--- config.mk ---
export PLATFORM = sky130hd
export DESIGN_NAME = sb_hazard_ctrl
export DESIGN_NICKNAME = d
export VERILOG_FILES = /design/src/rtl/sbh_pkg.sv /design/src/rtl/sbh_result_table.sv /design/src/rtl/sbh_unit_entry.sv /design/src/rtl/sbh_wb_arbiter.sv /design/src/rtl/sb_hazard_ctrl.sv
export SDC_FILE = /design/constraint.sdc
export NUM_CORES = 1
export LEC_CHECK = 0
export ABC_CLOCK_PERIOD_IN_PS = 4850
export BUFFER_PORTS_ARGS = -buffer_cell sky130_fd_sc_hd__buf_2
export CORE_MARGIN = 2
export CORE_UTILIZATION = 35
export CTS_BUF_LIST = sky130_fd_sc_hd__clkbuf_8
export DETAILED_ROUTE_END_ITERATION = 12
export GPL_TIMING_DRIVEN = 1
export SYNTH_ARGS = -nofsm -noshare
export SYNTH_HDL_FRONTEND = slang
export SYNTH_SLANG_ARGS = --single-unit
--- constraint.sdc ---
create_clock -name clk -period 4.85 [get_ports clk]
set_clock_uncertainty 0.05 [all_clocks]
set_input_delay 0.485 -clock clk [delete_from_list [all_inputs] [get_ports clk]]
set_output_delay 0.485 -clock clk [all_outputs]
set_load 0.1 [all_outputs]
--- src/rtl/sbh_pkg.sv ---
package sbh_pkg;
  parameter int unsigned FU_COUNT  = 4;
  parameter int unsigned REG_COUNT = 8;

  localparam int unsigned FU_SEL_W = (FU_COUNT > 1) ? $clog2(FU_COUNT) : 1;
  localparam int unsigned FU_ID_W  = $clog2(FU_COUNT + 1);
  localparam int unsigned REG_W    = (REG_COUNT > 1) ? $clog2(REG_COUNT) : 1;

  typedef logic [FU_SEL_W-1:0] fu_sel_t;
  typedef logic [FU_ID_W-1:0]  fu_id_t;   // 0 = no unit, else index + 1
  typedef logic [REG_W-1:0]    reg_idx_t;

  localparam fu_id_t NO_FU = '0;

  // One status entry per functional unit. The unit type is fixed by its
  // index, so no operation field is stored.
  typedef struct packed {
    logic     busy;     // holds an instruction
    logic     rd_done;  // operands have been read
    reg_idx_t fi;       // destination
    reg_idx_t fj;       // first source
    reg_idx_t fk;       // second source
    fu_id_t   qj;       // producer of fj, NO_FU when none
    fu_id_t   qk;       // producer of fk, NO_FU when none
    logic     rj;       // fj ready and not yet read
    logic     rk;       // fk ready and not yet read
  } fu_entry_t;

  function automatic fu_id_t sel_to_id(fu_sel_t s);
    return fu_id_t'(s) + fu_id_t'(1);
  endfunction
endpackage

--- src/rtl/sbh_result_table.sv ---
module sbh_result_table
  import sbh_pkg::*;
(
  input  logic     clk,
  input  logic     rst_n,
  input  logic     set_en,
  input  reg_idx_t set_reg,
  input  fu_id_t   set_id,
  input  logic     clr_en,
  input  reg_idx_t clr_reg,
  input  fu_id_t   clr_id,
  input  reg_idx_t look_a,
  input  reg_idx_t look_b,
  input  reg_idx_t look_c,
  output fu_id_t   prod_a,
  output fu_id_t   prod_b,
  output fu_id_t   prod_c
);
  fu_id_t owner [REG_COUNT];

  for (genvar r = 0; r < REG_COUNT; r++) begin : g_reg
    always_ff @(posedge clk) begin
      if (!rst_n) begin
        owner[r] <= NO_FU;
      end else if (set_en && set_reg == reg_idx_t'(r)) begin
        owner[r] <= set_id;
      end else if (clr_en && clr_reg == reg_idx_t'(r) && owner[r] == clr_id) begin
        // Only the unit still named as writer may release the mark
        owner[r] <= NO_FU;
      end
    end
  end

  assign prod_a = owner[look_a];
  assign prod_b = owner[look_b];
  assign prod_c = owner[look_c];
endmodule

--- src/rtl/sbh_unit_entry.sv ---
module sbh_unit_entry
  import sbh_pkg::*;
(
  input  logic      clk,
  input  logic      rst_n,
  input  logic      issue_we,
  input  reg_idx_t  iss_dst,
  input  reg_idx_t  iss_src1,
  input  reg_idx_t  iss_src2,
  input  fu_id_t    src1_prod,
  input  fu_id_t    src2_prod,
  input  fu_id_t    wb_id,
  input  logic      wb_self,
  output logic      go,
  output fu_entry_t ent
);
  // Read permission: both sources resolved and not yet consumed
  assign go = ent.busy && !ent.rd_done && ent.rj && ent.rk;

  always_ff @(posedge clk) begin
    if (!rst_n) begin
      ent <= '0;
    end else if (wb_self) begin
      ent <= '0;
    end else if (issue_we) begin
      ent.busy    <= 1'b1;
      ent.rd_done <= 1'b0;
      ent.fi      <= iss_dst;
      ent.fj      <= iss_src1;
      ent.fk      <= iss_src2;
      ent.qj      <= src1_prod;
      ent.qk      <= src2_prod;
      ent.rj      <= (src1_prod == NO_FU);
      ent.rk      <= (src2_prod == NO_FU);
    end else if (go) begin
      // Operands consumed: drop ready flags so no stale read hold remains
      ent.rd_done <= 1'b1;
      ent.rj      <= 1'b0;
      ent.rk      <= 1'b0;
    end else begin
      if (wb_id != NO_FU && ent.qj == wb_id) begin
        ent.qj <= NO_FU;
        ent.rj <= 1'b1;
      end
      if (wb_id != NO_FU && ent.qk == wb_id) begin
        ent.qk <= NO_FU;
        ent.rk <= 1'b1;
      end
    end
  end
endmodule

--- src/rtl/sbh_wb_arbiter.sv ---
module sbh_wb_arbiter
  import sbh_pkg::*;
(
  input  fu_entry_t [FU_COUNT-1:0] ent,
  input  logic      [FU_COUNT-1:0] req,
  output logic      [FU_COUNT-1:0] grant,
  output logic                     wb_valid,
  output fu_id_t                   wb_id,
  output reg_idx_t                 wb_reg
);
  logic [FU_COUNT-1:0] war_hold;
  logic [FU_COUNT-1:0] eligible;

  // A writer is held while another unit still owes a read of its target
  always_comb begin
    war_hold = '0;
    for (int s = 0; s < FU_COUNT; s++) begin
      for (int i = 0; i < FU_COUNT; i++) begin
        if (i != s && ent[i].busy &&
            ((ent[i].fj == ent[s].fi && ent[i].rj) ||
             (ent[i].fk == ent[s].fi && ent[i].rk))) begin
          war_hold[s] = 1'b1;
        end
      end
    end
  end

  always_comb begin
    for (int s = 0; s < FU_COUNT; s++) begin
      eligible[s] = req[s] && ent[s].busy && ent[s].rd_done && !war_hold[s];
    end
  end

  // Fixed priority: the highest index wins (later loop iterations override)
  always_comb begin
    grant  = '0;
    wb_id  = NO_FU;
    wb_reg = '0;
    for (int s = 0; s < FU_COUNT; s++) begin
      if (eligible[s]) begin
        grant    = '0;
        grant[s] = 1'b1;
        wb_id    = fu_id_t'(s + 1);
        wb_reg   = ent[s].fi;
      end
    end
  end

  assign wb_valid = |eligible;
endmodule

--- src/rtl/sb_hazard_ctrl.sv ---
module sb_hazard_ctrl
  import sbh_pkg::*;
(
  input  logic                clk,
  input  logic                rst_n,
  input  logic                iss_valid,
  output logic                iss_ready,
  input  logic [FU_SEL_W-1:0] iss_unit,
  input  logic [REG_W-1:0]    iss_dst,
  input  logic [REG_W-1:0]    iss_src1,
  input  logic [REG_W-1:0]    iss_src2,
  output logic [FU_COUNT-1:0] fu_go,
  input  logic [FU_COUNT-1:0] fu_done,
  output logic [FU_COUNT-1:0] fu_wgrant,
  output logic                wb_valid,
  output logic [REG_W-1:0]    wb_reg
);
  fu_entry_t [FU_COUNT-1:0] ent;
  fu_id_t dst_owner, s1_owner, s2_owner;
  fu_id_t s1_prod, s2_prod, wb_id, iss_id;
  logic   unit_ok, issue_fire;

  assign unit_ok    = (32'(iss_unit) < FU_COUNT);
  assign iss_id     = sel_to_id(iss_unit);
  assign iss_ready  = unit_ok && !ent[iss_unit].busy && (dst_owner == NO_FU);
  assign issue_fire = iss_valid && iss_ready;

  // A producer writing back in this very cycle no longer blocks the source
  assign s1_prod = (s1_owner == wb_id) ? NO_FU : s1_owner;
  assign s2_prod = (s2_owner == wb_id) ? NO_FU : s2_owner;

  sbh_result_table u_rtab (
    .clk     (clk),
    .rst_n   (rst_n),
    .set_en  (issue_fire),
    .set_reg (iss_dst),
    .set_id  (iss_id),
    .clr_en  (wb_valid),
    .clr_reg (wb_reg),
    .clr_id  (wb_id),
    .look_a  (iss_dst),
    .look_b  (iss_src1),
    .look_c  (iss_src2),
    .prod_a  (dst_owner),
    .prod_b  (s1_owner),
    .prod_c  (s2_owner)
  );

  for (genvar u = 0; u < FU_COUNT; u++) begin : g_unit
    sbh_unit_entry u_entry (
      .clk       (clk),
      .rst_n     (rst_n),
      .issue_we  (issue_fire && iss_unit == fu_sel_t'(u)),
      .iss_dst   (iss_dst),
      .iss_src1  (iss_src1),
      .iss_src2  (iss_src2),
      .src1_prod (s1_prod),
      .src2_prod (s2_prod),
      .wb_id     (wb_id),
      .wb_self   (fu_wgrant[u]),
      .go        (fu_go[u]),
      .ent       (ent[u])
    );
  end

  sbh_wb_arbiter u_arb (
    .ent      (ent),
    .req      (fu_done),
    .grant    (fu_wgrant),
    .wb_valid (wb_valid),
    .wb_id    (wb_id),
    .wb_reg   (wb_reg)
  );
endmodule

==> reports/qor.csv <==
stage,metric,value,unit
status,status,"complete, no violations",
global_routing,GR Layer Usage met1,27.4,%
setup_path,crit path from,g_unit[3].u_entry.ent[16]$_SDFFE_PP0P_,
yosys,async set-reset flop share out of synthesis,0,%
global_routing,GRT overflow,0,
clocking,Clock Sink Count,100,
timing,Fin. Hold Viols,0,
die,Die Height,140,um
clocking,CTS tree,built,
finish,diodes inserted,0,
global_routing,met3 Use GR,3.75,%
route,"antenna viol nets, final",0,
power,Internal Power,1.14,mW
route,Routed WL,19.3,mm
finish,layout cell share with drive strength beyond 1,14.1,%
yosys,warnings from Yosys,0,
die,placeable core area,18000,sq um
yosys,post-synth top area share,23.6,%
yosys,Post-Syn Nets,721,
setup_path,"most used cell, CP",nor4_4,
power,Clock power frac,32.3,%
power,Sw Share,29.8,%
setup_path,Worst Path Required,4.32,ns
yosys,predominant post-synthesis flop cell,dfxtp_1,
placed_design,RePlAce Congestion,0.919,
setup_path,"Slowest-stage cell, CP",dfxtp_1,
die,# rows,49,
route,residual DRC count,0,
yosys,Synth Instances,699,
power,Psw,484,uW
setup_path,crit-path cells,xnor2_1 > nand4_1 > a21boi_0 > nor4_4 > buf_4 > nor4_4 > a22oi_1 > o21ai_2 > buf_2,
die,Starting Density,35.8,%
timing,worst-margin pin slew,0.958,ns
yosys,Post-Syn Area per Cell,9.22,sq um
clocking,CTS max path bufs,2,
power,Static Leak,2.16,nW
route,TritonRoute pass-1 iters,5,
power,maximum VDD drop,0.140,mV
placed_design,dpl hpwl,14.4,mm
timing,fin crit share,85.4,%
finish,post-layout util,37.8,%
global_routing,met2 Usage GRT,31.3,%
setup_path,CP endpoint kind,output port,
timing,Finish-stage setup viols,0,
timing,Max Slew Vio Count,0,
timing,Tmin final,4.14,ns
placed_design,IO Port Bufs,30,
power,Comb power frac,12.0,%
global_routing,busiest grt layer,met2,
clocking,worst skew pair latency,0.40,ns
clocking,Post-CTS Repair Setup Buffers,0,
finish,area grow syn2layout,5.61,%
finish,nets,714,
setup_path,crit-path max FO,39,
yosys,sequential area share after synthesis,34.8,%
global_routing,vias in the first global route,5134,
global_routing,largest net degree at the start of global routing,40,
timing,Slew headroom,36.0,%
setup_path,Crit Path Class,reg -> out,
setup_path,crit-path max cell delay,0.63,ns
setup_path,Crit Reg-Reg Startpoint,g_unit[3].u_entry.ent[16]$_SDFFE_PP0P_,
clocking,Clock Pin Slew Worst Setup and Hold Paths,0.12,ns
clocking,htree depth,3,
clocking,CTS resizes,0,
timing,setup TNS,0,ns
global_routing,first-pass GRT wire length,30.1,mm
timing,unrepaired setup endpoints after global routing,no,
setup_path,CP Launch Type,register,
route,Iter 0 DRT Violations,440,
die,DIE AREA,19500,sq um
yosys,mapped cell area,6450,sq um
yosys,"top cells by area, synth","dfxtp_1 24%, edfxtp_1 11%, xnor2_1 11%, mux2i_1 5.6%, mux4_2 4.9%",
job,max-cap viol count,0,
setup_path,CP arrival,3.61,ns
yosys,#FFs+latches synth,100,
yosys,Synth area leader,dfxtp_1,
timing,achievable clock frequency,241,MHz
global_routing,initial antenna violation count,0,
hold_path,worst hold start,iss_dst[1],
clocking,hold buffer count at CTS,0,
power,Pwr per Cell Area,238,nW/um^2
yosys,"top cells by count, synth","79 x xnor2_1, 76 x dfxtp_1, 73 x nor2_1, 64 x nand2_1, 36 x mux2i_1",
route,vias per inst,5.74,
route,WL per Instance,20.8,um
hold_path,Hold Path Class,in -> reg,
yosys,count of different cell masters after synthesis,71,
power,Reg power frac,55.7,%
clocking,Root Buffer,clkbuf_8,
yosys,"count leader, synth",xnor2_1,
clocking,CTS Buf Count,9,
route,vias post-DR,5317,
yosys,Post-synth EDFFs,24,
die,chip width,140,um
global_routing,Total Routing Usage GR,19.9,%
die,I/O pins,31,
-- cell families after synthesis --
logic type / after synthesis / share of synthesized area [%]
muxes: 53 / 11.0
DFF: 100 / 34.8
AOI/OAI and AO/OA: 126 / 14.4
xor gates and xnor gates: 87 / 11.8
adders and majority gates: 4 / 0.776
buffers and inverters: 66 / 5.71
and+or+nand+nor: 263 / 21.5
-- worst max-delay path, delay by kind of cell (launching register included) --
| family | cells | cell delay, ns |
|---|---|---|
| compound gates | 3 | 0.79 |
| xor+xnor | 1 | 0.19 |
| buf+inv | 2 | 0.80 |
| flops | 1 | 0.63 |
| simple gates | 3 | 0.78 |
-- metrics by stage --
step	hold WS, ns	setup WS (ns)	instances	power, mW	area, sq um
2_1_floorplan	0.398	0.916	699	1.05	6450
4_1_cts	0.390	0.733	926	1.63	6810
3_3_place_gp	0.411	1.06	910	1.11	6630
6_report	0.406	0.707	926	1.62	6810
5_1_grt	0.397	0.521	926	1.69	6810
3_5_place_dp	0.424	1.07	910	1.12	6630
-- layout by cell type (no fill, tap or decap), types with 11 or more instances in the layout --
cell type	count
a21oi_1	32
a32o_1	12
o22ai_1	12
mux2i_1	36
nor3_1	11
edfxtp_1	24
mux4_2	14
buf_2	30
nand4_1	20
xnor2_1	79
dfxtp_1	76
nand2_1	64
nand2b_1	21
nor2_1	73
nand3_1	20
-- final timing paths --
kind / to / slack [ns] / cells past startpoint
worst max-delay path: wb_reg[0] / 0.71 / 9
worst min-delay path: g_unit[2].u_entry.ent[15]$_SDFFE_PP0P_ / 0.41 / 3
worst max register to register: u_rtab.owner[5][0]$_SDFFCE_PP0P_ / 0.99 / 10
worst min register to register: g_unit[1].u_entry.ent[2]$_SDFFE_PP0P_ / 0.44 / 2
-- power by group through the flow --
stage / logic (mW) / registers [mW] / clock network (mW)
floorplan: 0.148 / 0.906 / 0
global placement: 0.193 / 0.922 / 0
detailed placement: 0.194 / 0.922 / 0
CTS: 0.194 / 0.903 / 0.532
global route: 0.211 / 0.907 / 0.569
finish: 0.195 / 0.904 / 0.524
-- area by class of cell --
cell class / instances / area (sq um)
fillers: 1858 / 11200
multi-input cells: 533 / 3840
flip-flops and latches: 100 / 2240
well taps: 229 / 287
repair buffers: 39 / 218
clock buffers: 9 / 124
clock inverters: 7 / 58.8
inverters: 9 / 33.8
-- state kept, by name (all words and copies together), names as in the netlist --
| signal | count |
|---|---|
| g_unit.u_entry.ent | 76 |
| u_rtab.owner | 24 |
-- per-layer routing --
| layer | up-vias | wire [um] |
|---|---|---|
| met2 | 173 | 8860 |
| met4 | 0 | 521 |
| li1 | 2499 | - |
| met5 | - | 0 |
| met3 | 33 | 1120 |
| met1 | 2612 | 8760 |
No activity file was read; power rests on OpenSTA's default activity.
